$ cat config.mk
export PLATFORM = sky130hd
export DESIGN_NAME = status_cell
export DESIGN_NICKNAME = d
export VERILOG_FILES = /design/src/rtl/stat_pkg.sv /design/src/rtl/stat_edge_detect.sv /design/src/rtl/stat_event_reg.sv /design/src/rtl/stat_mask_regs.sv /design/src/rtl/status_cell.sv
export SDC_FILE = /design/constraint.sdc
export NUM_CORES = 1
export LEC_CHECK = 0
export CAP_MARGIN = 20
export CORE_MARGIN = 1.5
export CORE_UTILIZATION = 40
export CTS_CLUSTER_DIAMETER = 60
export DETAILED_ROUTE_END_ITERATION = 7
export GPL_TIMING_DRIVEN = 0
export SKIP_LAST_GASP = 1
export SYNTH_ARGS = -nofsm -noshare
export SYNTH_HDL_FRONTEND = slang
export SYNTH_SLANG_ARGS = --single-unit
$ cat constraint.sdc
create_clock -name clk -period 2.1 [get_ports clk]
set_clock_uncertainty 0.2 [all_clocks]
set_input_delay 0.42 -clock clk [delete_from_list [all_inputs] [get_ports clk]]
set_output_delay 0.42 -clock clk [all_outputs]
set_load 0.02 [all_outputs]
$ cat src/rtl/stat_pkg.sv
package stat_pkg;
  localparam int ADDR_W = 3;
  typedef enum logic [ADDR_W-1:0] {
    A_COND = 3'd0,
    A_RISE = 3'd1,
    A_FALL = 3'd2,
    A_EVT  = 3'd3,
    A_ENA  = 3'd4
  } stat_addr_e;
endpackage

$ cat src/rtl/stat_edge_detect.sv
module stat_edge_detect #(
  parameter int WIDTH = 16
) (
  input  logic             clk,
  input  logic             rst,
  input  logic [WIDTH-1:0] cond_i,
  input  logic [WIDTH-1:0] rise_m,
  input  logic [WIDTH-1:0] fall_m,
  output logic [WIDTH-1:0] pass_o
);
  logic [WIDTH-1:0] prev_q;

  // On reset, prev takes the live value so no edge is seen when reset ends
  always_ff @(posedge clk) begin
    prev_q <= cond_i;
  end

  for (genvar i = 0; i < WIDTH; i++) begin : g_bit
    assign pass_o[i] = (cond_i[i] & ~prev_q[i] & rise_m[i]) |
                       (~cond_i[i] & prev_q[i] & fall_m[i]);
  end

  // nothing passes unless the bit actually changed
  a_r2_no_pass_without_change: assert property (@(posedge clk) disable iff (rst)
    ((pass_o & ~(cond_i ^ prev_q)) == '0));
endmodule

$ cat src/rtl/stat_event_reg.sv
module stat_event_reg #(
  parameter int WIDTH = 16
) (
  input  logic             clk,
  input  logic             rst,
  input  logic [WIDTH-1:0] set_i,
  input  logic             clr_i,
  output logic [WIDTH-1:0] evt_o
);
  always_ff @(posedge clk) begin
    if (rst)        evt_o <= '0;
    else if (clr_i) evt_o <= set_i;
    else            evt_o <= evt_o | set_i;
  end

  // after a clear only bits set in that same cycle remain
  a_r5_clear_keeps_new: assert property (@(posedge clk) disable iff (rst)
    clr_i |=> ((evt_o & ~$past(set_i)) == '0));
  // without a clear, set bits stay set
  a_r4_sticky: assert property (@(posedge clk) disable iff (rst)
    !clr_i |=> ((evt_o & $past(evt_o)) == $past(evt_o)));
endmodule

$ cat src/rtl/stat_mask_regs.sv
module stat_mask_regs
  import stat_pkg::*;
#(
  parameter int WIDTH    = 16,
  parameter bit ENA_FILL = 1'b0
) (
  input  logic             clk,
  input  logic             rst,
  input  logic             wr_en,
  input  logic [ADDR_W-1:0] addr,
  input  logic [WIDTH-1:0] wdata,
  input  logic             preset,
  output logic [WIDTH-1:0] rise_o,
  output logic [WIDTH-1:0] fall_o,
  output logic [WIDTH-1:0] ena_o
);
  localparam logic [WIDTH-1:0] ENA_DEF = ENA_FILL ? {WIDTH{1'b1}} : '0;

  always_ff @(posedge clk) begin
    if (rst || preset) begin
      rise_o <= '1;
      fall_o <= '0;
      ena_o  <= ENA_DEF;
    end else if (wr_en) begin
      if (addr == A_RISE) rise_o <= wdata;
      if (addr == A_FALL) fall_o <= wdata;
      if (addr == A_ENA)  ena_o  <= wdata;
    end
  end

  // preset result
  a_r8_preset: assert property (@(posedge clk) disable iff (rst)
    preset |=> (rise_o == '1 && fall_o == '0 && ena_o == ENA_DEF));
  // masks hold unless written or preset
  a_r6_rise_hold: assert property (@(posedge clk) disable iff (rst)
    (!preset && !(wr_en && addr == A_RISE)) |=> $stable(rise_o));
  a_r6_fall_hold: assert property (@(posedge clk) disable iff (rst)
    (!preset && !(wr_en && addr == A_FALL)) |=> $stable(fall_o));
endmodule

$ cat src/rtl/status_cell.sv
module status_cell
  import stat_pkg::*;
#(
  parameter int WIDTH    = 16,
  parameter bit ENA_FILL = 1'b0
) (
  input  logic             clk,
  input  logic             rst,
  input  logic [WIDTH-1:0] cond_i,
  input  logic             wr_en,
  input  logic             rd_en,
  input  logic [2:0]       addr,
  input  logic [WIDTH-1:0] wdata,
  input  logic             preset,
  input  logic             clear,
  output logic [WIDTH-1:0] rdata,
  output logic             summary
);
  logic [WIDTH-1:0] rise_m, fall_m, ena_m, pass_v, evt_v;
  logic             rd_clr;

  assign rd_clr = rd_en && (addr == A_EVT);

  stat_mask_regs #(.WIDTH(WIDTH), .ENA_FILL(ENA_FILL)) u_masks (
    .clk(clk), .rst(rst), .wr_en(wr_en), .addr(addr), .wdata(wdata),
    .preset(preset), .rise_o(rise_m), .fall_o(fall_m), .ena_o(ena_m)
  );

  stat_edge_detect #(.WIDTH(WIDTH)) u_edge (
    .clk(clk), .rst(rst), .cond_i(cond_i), .rise_m(rise_m),
    .fall_m(fall_m), .pass_o(pass_v)
  );

  stat_event_reg #(.WIDTH(WIDTH)) u_evt (
    .clk(clk), .rst(rst), .set_i(pass_v), .clr_i(rd_clr | clear),
    .evt_o(evt_v)
  );

  always_ff @(posedge clk) begin
    if (rst) begin
      rdata   <= '0;
      summary <= 1'b0;
    end else begin
      summary <= |(evt_v & ena_m);
      if (rd_en) begin
        unique case (addr)
          A_COND:  rdata <= cond_i;
          A_RISE:  rdata <= rise_m;
          A_FALL:  rdata <= fall_m;
          A_EVT:   rdata <= evt_v;
          A_ENA:   rdata <= ena_m;
          default: rdata <= '0;
        endcase
      end
    end
  end

  // summary follows enabled events with one clock of lag
  a_r7_summary: assert property (@(posedge clk) disable iff (rst)
    1'b1 |=> (summary == $past(|(evt_v & ena_m))));
  // an event read returns the pre-clear contents
  a_r5_read_value: assert property (@(posedge clk) disable iff (rst)
    rd_clr |=> (rdata == $past(evt_v)));
endmodule

* Word-level counts from Yosys, hierarchy flattened
Index checks and enable logic that the tools add are counted.
Operators by class: $mul 0, bitwise operators 115, eq/ne operators 4, multiplexer cells 2, add/subtract/negate cells 0, $lt $le $gt $ge 0, reductions and logical operators 7, shifts and indexed selects 0, divide/modulo/power cells 0
Operator list (count):
- $pmux 16 s5 | 1
- $and 1x1->1 | 64
- $not 1->1 | 32
- $or 1x1->1 | 17
- $and 16x16->16 | 1
- $mux 16 | 1
- $or 16x16->16 | 1
- $reduce_or 16->1 | 1
- $eq 3x2->1 const B | 2
- $reduce_and 2->1 | 3
- $eq 3x1->1 const B | 1
- $eq 3x3->1 const B | 1
- $logic_not 3->1 | 1
- $logic_and 1x1->1 | 1
- $logic_or 1x1->1 | 1
Storage, ports and cells: input bits 41, word-level logic and storage cells 135, memories kept 0, memory bits (read-only) 0, bits in latches 0, RAM bits 0, register bits after elaboration 97

* Longest topological paths before layout
depth after elaboration 6, depth in mapped cells 7

* By module
A second synthesis with hierarchy kept.
Second synthesis, totals: cells, all modules 482, area, all modules 4902.2 sq um
By module, submodules not included:
- stat_mask_regs | area an instance 2180.8 sq um, instances 1, seq. area each 960.9 sq um, cells each 201
- status_cell | area an instance 1487.7 sq um, instances 1, seq. area each 340.3 sq um, cells each 150
- stat_edge_detect | area an instance 640.6 sq um, instances 1, seq. area each 320.3 sq um, cells each 64
- stat_event_reg | area an instance 593.1 sq um, instances 1, seq. area each 320.3 sq um, cells each 67

* Worst setup path before layout
No wires, ideal clock.
path type input to register, start point input port addr[1], end point register rdata[2], setup slack 0.292 ns, path buffers 2, data arrival time 1.484 ns, cell stages on the path 6, required time 1.777 ns, path through buf_6 -> buf_6 -> mux4_2 -> a22oi_1 -> o22ai_1 -> nor2b_1
Between the ends: word-level cells in the longest chain between the ends 2
RTL lines:
- start: declaration | RTL line status_cell.sv:12 | input logic [2:0] addr,
- $eq 3x3->1, or another cell as far along | RTL line status_cell.sv:46 | unique case (addr)
- $pmux 16 s5 * | RTL line status_cell.sv:46
- end signal: assignment | RTL line status_cell.sv:47 | A_COND: rdata <= cond_i;
- end signal: assignment | RTL line status_cell.sv:48 | A_RISE: rdata <= rise_m;
- end signal: assignment | RTL line status_cell.sv:49 | A_FALL: rdata <= fall_m;
- end: declaration | RTL line status_cell.sv:16 | output logic [WIDTH-1:0] rdata,
Every way passes the cells marked *; elsewhere a longest branch is shown, timed or not. A chain may end at the register's enable or synchronous reset.

* Worst setup path after layout
start point register rdata[15], end point output port rdata[15]
No word-level cell between the ends.

==> out/qor.yml <==
status:
  run_status: "finished, final reports clean"
place:
  globalplace.congestion: 0.835
  portBuffers: 53
  placed_area_um2: 4760
  dp_worst_setup_slack_ps: -471
  post-dp-hpwl_mm: 7.86
floorplanning:
  initial_core_util: 0.413
  die_h_um: 104
  placeableCoreArea_um2: 9820
  ios: 58
  row_count: 36
  dieArea_um2: 10800
  die_w_um: 104
layout:
  syn_to_final_growth_pct: 23.6
  fin_util: 0.511
  finalNetCount: 580
  fin_area_um2: 5020
  antenna_cells: 0
  drive_gt1_frac: 0.110
global_routing:
  grt_usage: 0.210
  grt_pass1_wl_mm: 17.4
  grt_max_degree: 17
  antenna_found_initial: 0
  overflow: 0
  grt_pass1_vias: 3212
power:
  p_leak_nw: 1.82
  power-per-cell-area_nw_per_um2: 709
  power_mw: 3.56
  ir_drop_mv: 0.345
routing:
  wl_mm: 11.3
  drt_iter0_markers: 169
  vias: 3560
  wl_per_cell_um: 16.7
  ant_nets: 0
  avgViaCountPerCell: 5.26
  firstDrtPassIters: 5
  remaining_drc_errors: 0
setup_path:
  worst-setup-path-type: "flop to primary output"
  worstSetupStartpointType: "flop"
  worst_path_max_delay_cell: "clkdlybuf4s50_1"
  required_ps: 1480
  critPathTopFamily: "buffers and inverters"
  crit_chain: "clkdlybuf4s50_1"
  worstPathArrival_ps: 1310
  r2r-start: "u_evt.evt_o[7]"
  crit_buf_inv: 1
  max_stage_delay_ps: 610
  critPathLaunch: "rdata[15]"
  end_kind: "primary output"
  worstPathMaxFanout: 2
yosys:
  syn-mean-instance-area_um2: 8.65
  synth-main-ff-cell: "dfxtp_1"
  synth.area.top_cells: "dfxtp_1 48%, nand2_1 13%, mux4_2 8.3%, a21oi_1 7.6%, nand3b_1 3.1%"
  yosys.area.top_type: "dfxtp_1"
  ys_warn_count: 0
  netlist_instances: 469
  yosysSeqAreaShare: 0.478
  synth_edf_count: 0
  synthArstFlopShare: 0
  syn_area_um2: 4060
  synth_top_area_frac: 0.478
  synth.distinct_cells: 31
  ys_ff_latch: 97
  synth_nets: 510
sta:
  slew_headroom: 0.555
  fin_crit_ps: 1930
  hold_viol: 0
  post-route-worst-setup-slack_ps: 167
  finalCritPeriodShare: 0.920
  rsz0062_at_grt: "no"
  fmax_mhz: 517
  final_max_slew_viol_count: 0
  tns_ps: 0
  setup_viol_count_final: 0
  tightest_slew_ps: 668
clock_tree:
  cts.clk_slew.worst_paths_ps: 80
  cts_tree: "done"
  clock_sinks: 97
  cts-buffers-inserted: 9
  h-tree-depth: 3
  clock-root-buffer: "clkbuf_8"
  clkLatencyLatePin_ps: 360
  clk_path_buf_depth: 2
worst_hold_path:
  min_path_type: "input port to flop"
  hold_path.startpoint: "rst"
run:
  cap_viol_max_count: 0
[registers in the layout, summed over array words and instances (netlist names)]
register        cells
u_evt.evt_o        16
u_masks.ena_o      16
summary             1
u_edge.prev_q      16
rdata              16
u_masks.fall_o     16
u_masks.rise_o     16
[cells in the mapped netlist (4+ instances only)]
master / number
buf_2: 8
buf_6: 4
o21ai_0: 16
a22o_1: 4
nand3_1: 18
nand2_1: 139
a21o_1: 13
clkbuf_1: 13
nand3b_1: 17
mux4_2: 15
nor2_1: 18
dfxtp_1: 97
a21oi_1: 62
nand2b_1: 14
a22oi_1: 5
[layer usage]
layer / vias up / track usage / wire length, um
met2: 116 / 0.312 / 5010
met4: 0 / 0.0734 / 244
met5: - / 0 / 0
met3: 16 / 0.0415 / 589
li1: 1747 / - / -
met1: 1681 / 0.303 / 5470
[metrics by stage]
stage,instances,hold WS [ps]
floorplan,469,246
global placement,655,254
detailed placement,655,260
CTS,675,202
global route,677,231
finish,677,220
[logic make-up (layout without fill, tap and decap cells)]
| kind of cell | after synthesis | after routing | synth area share |
|---|---|---|---|
| buf+inv | 32 | 107 | 0.0413 |
| mux | 17 | 17 | 0.0888 |
| simple gates | 215 | 215 | 0.238 |
| compound gates | 108 | 108 | 0.154 |
| flops | 97 | 97 | 0.478 |
[report_power, final]
| group | internal, mW | total, mW | switching (mW) |
|---|---|---|---|
| Combinational | 0.197 | 0.409 | 0.212 |
| Sequential | 1.89 | 1.92 | 0.0334 |
| Clock | 0.551 | 1.22 | 0.672 |
[path summary, 6_finish.rpt]
check              end  slack, ps  cells after the start
max reg2reg   rdata[7]        550                      4
min reg2reg   rdata[0]        270                      2
min          rdata[12]        220                      2
max          rdata[15]        170                      1
[repair_timing]
item | in CTS | in global routing
pin swaps | 0 | 1
hold buffers | 0 | 0
setup endpoints to repair | 22 | 39
buffers inserted | 4 | 2
resized for setup | 2 | 9
[layout by cell type (no fill, tap or decap), drive strengths merged, types with 3 or more instances in the layout]
cell type	count
nand2	139
dfxtp	97
a21oi	62
clkdlybuf4s50	52
clkbuf	24
buf	20
nor2	18
nand3	18
nand3b	17
o21ai	17
mux4	15
nand2b	14
a21o	13
a22oi	5
a22o	4
inv	4
clkinv	4
a221oi	3
nor2b	3
[cell type report]
cell class,instances,area [um^2]
multi-input cells,340,1960
clock inverters,7,70.1
inverters,3,11.3
repair buffers,59,578
fillers,1012,4800
plain buffers,29,165
well taps,133,166
clock buffers,9,124
flip-flops and latches,97,1940
(Power assumes the default switching activity.)
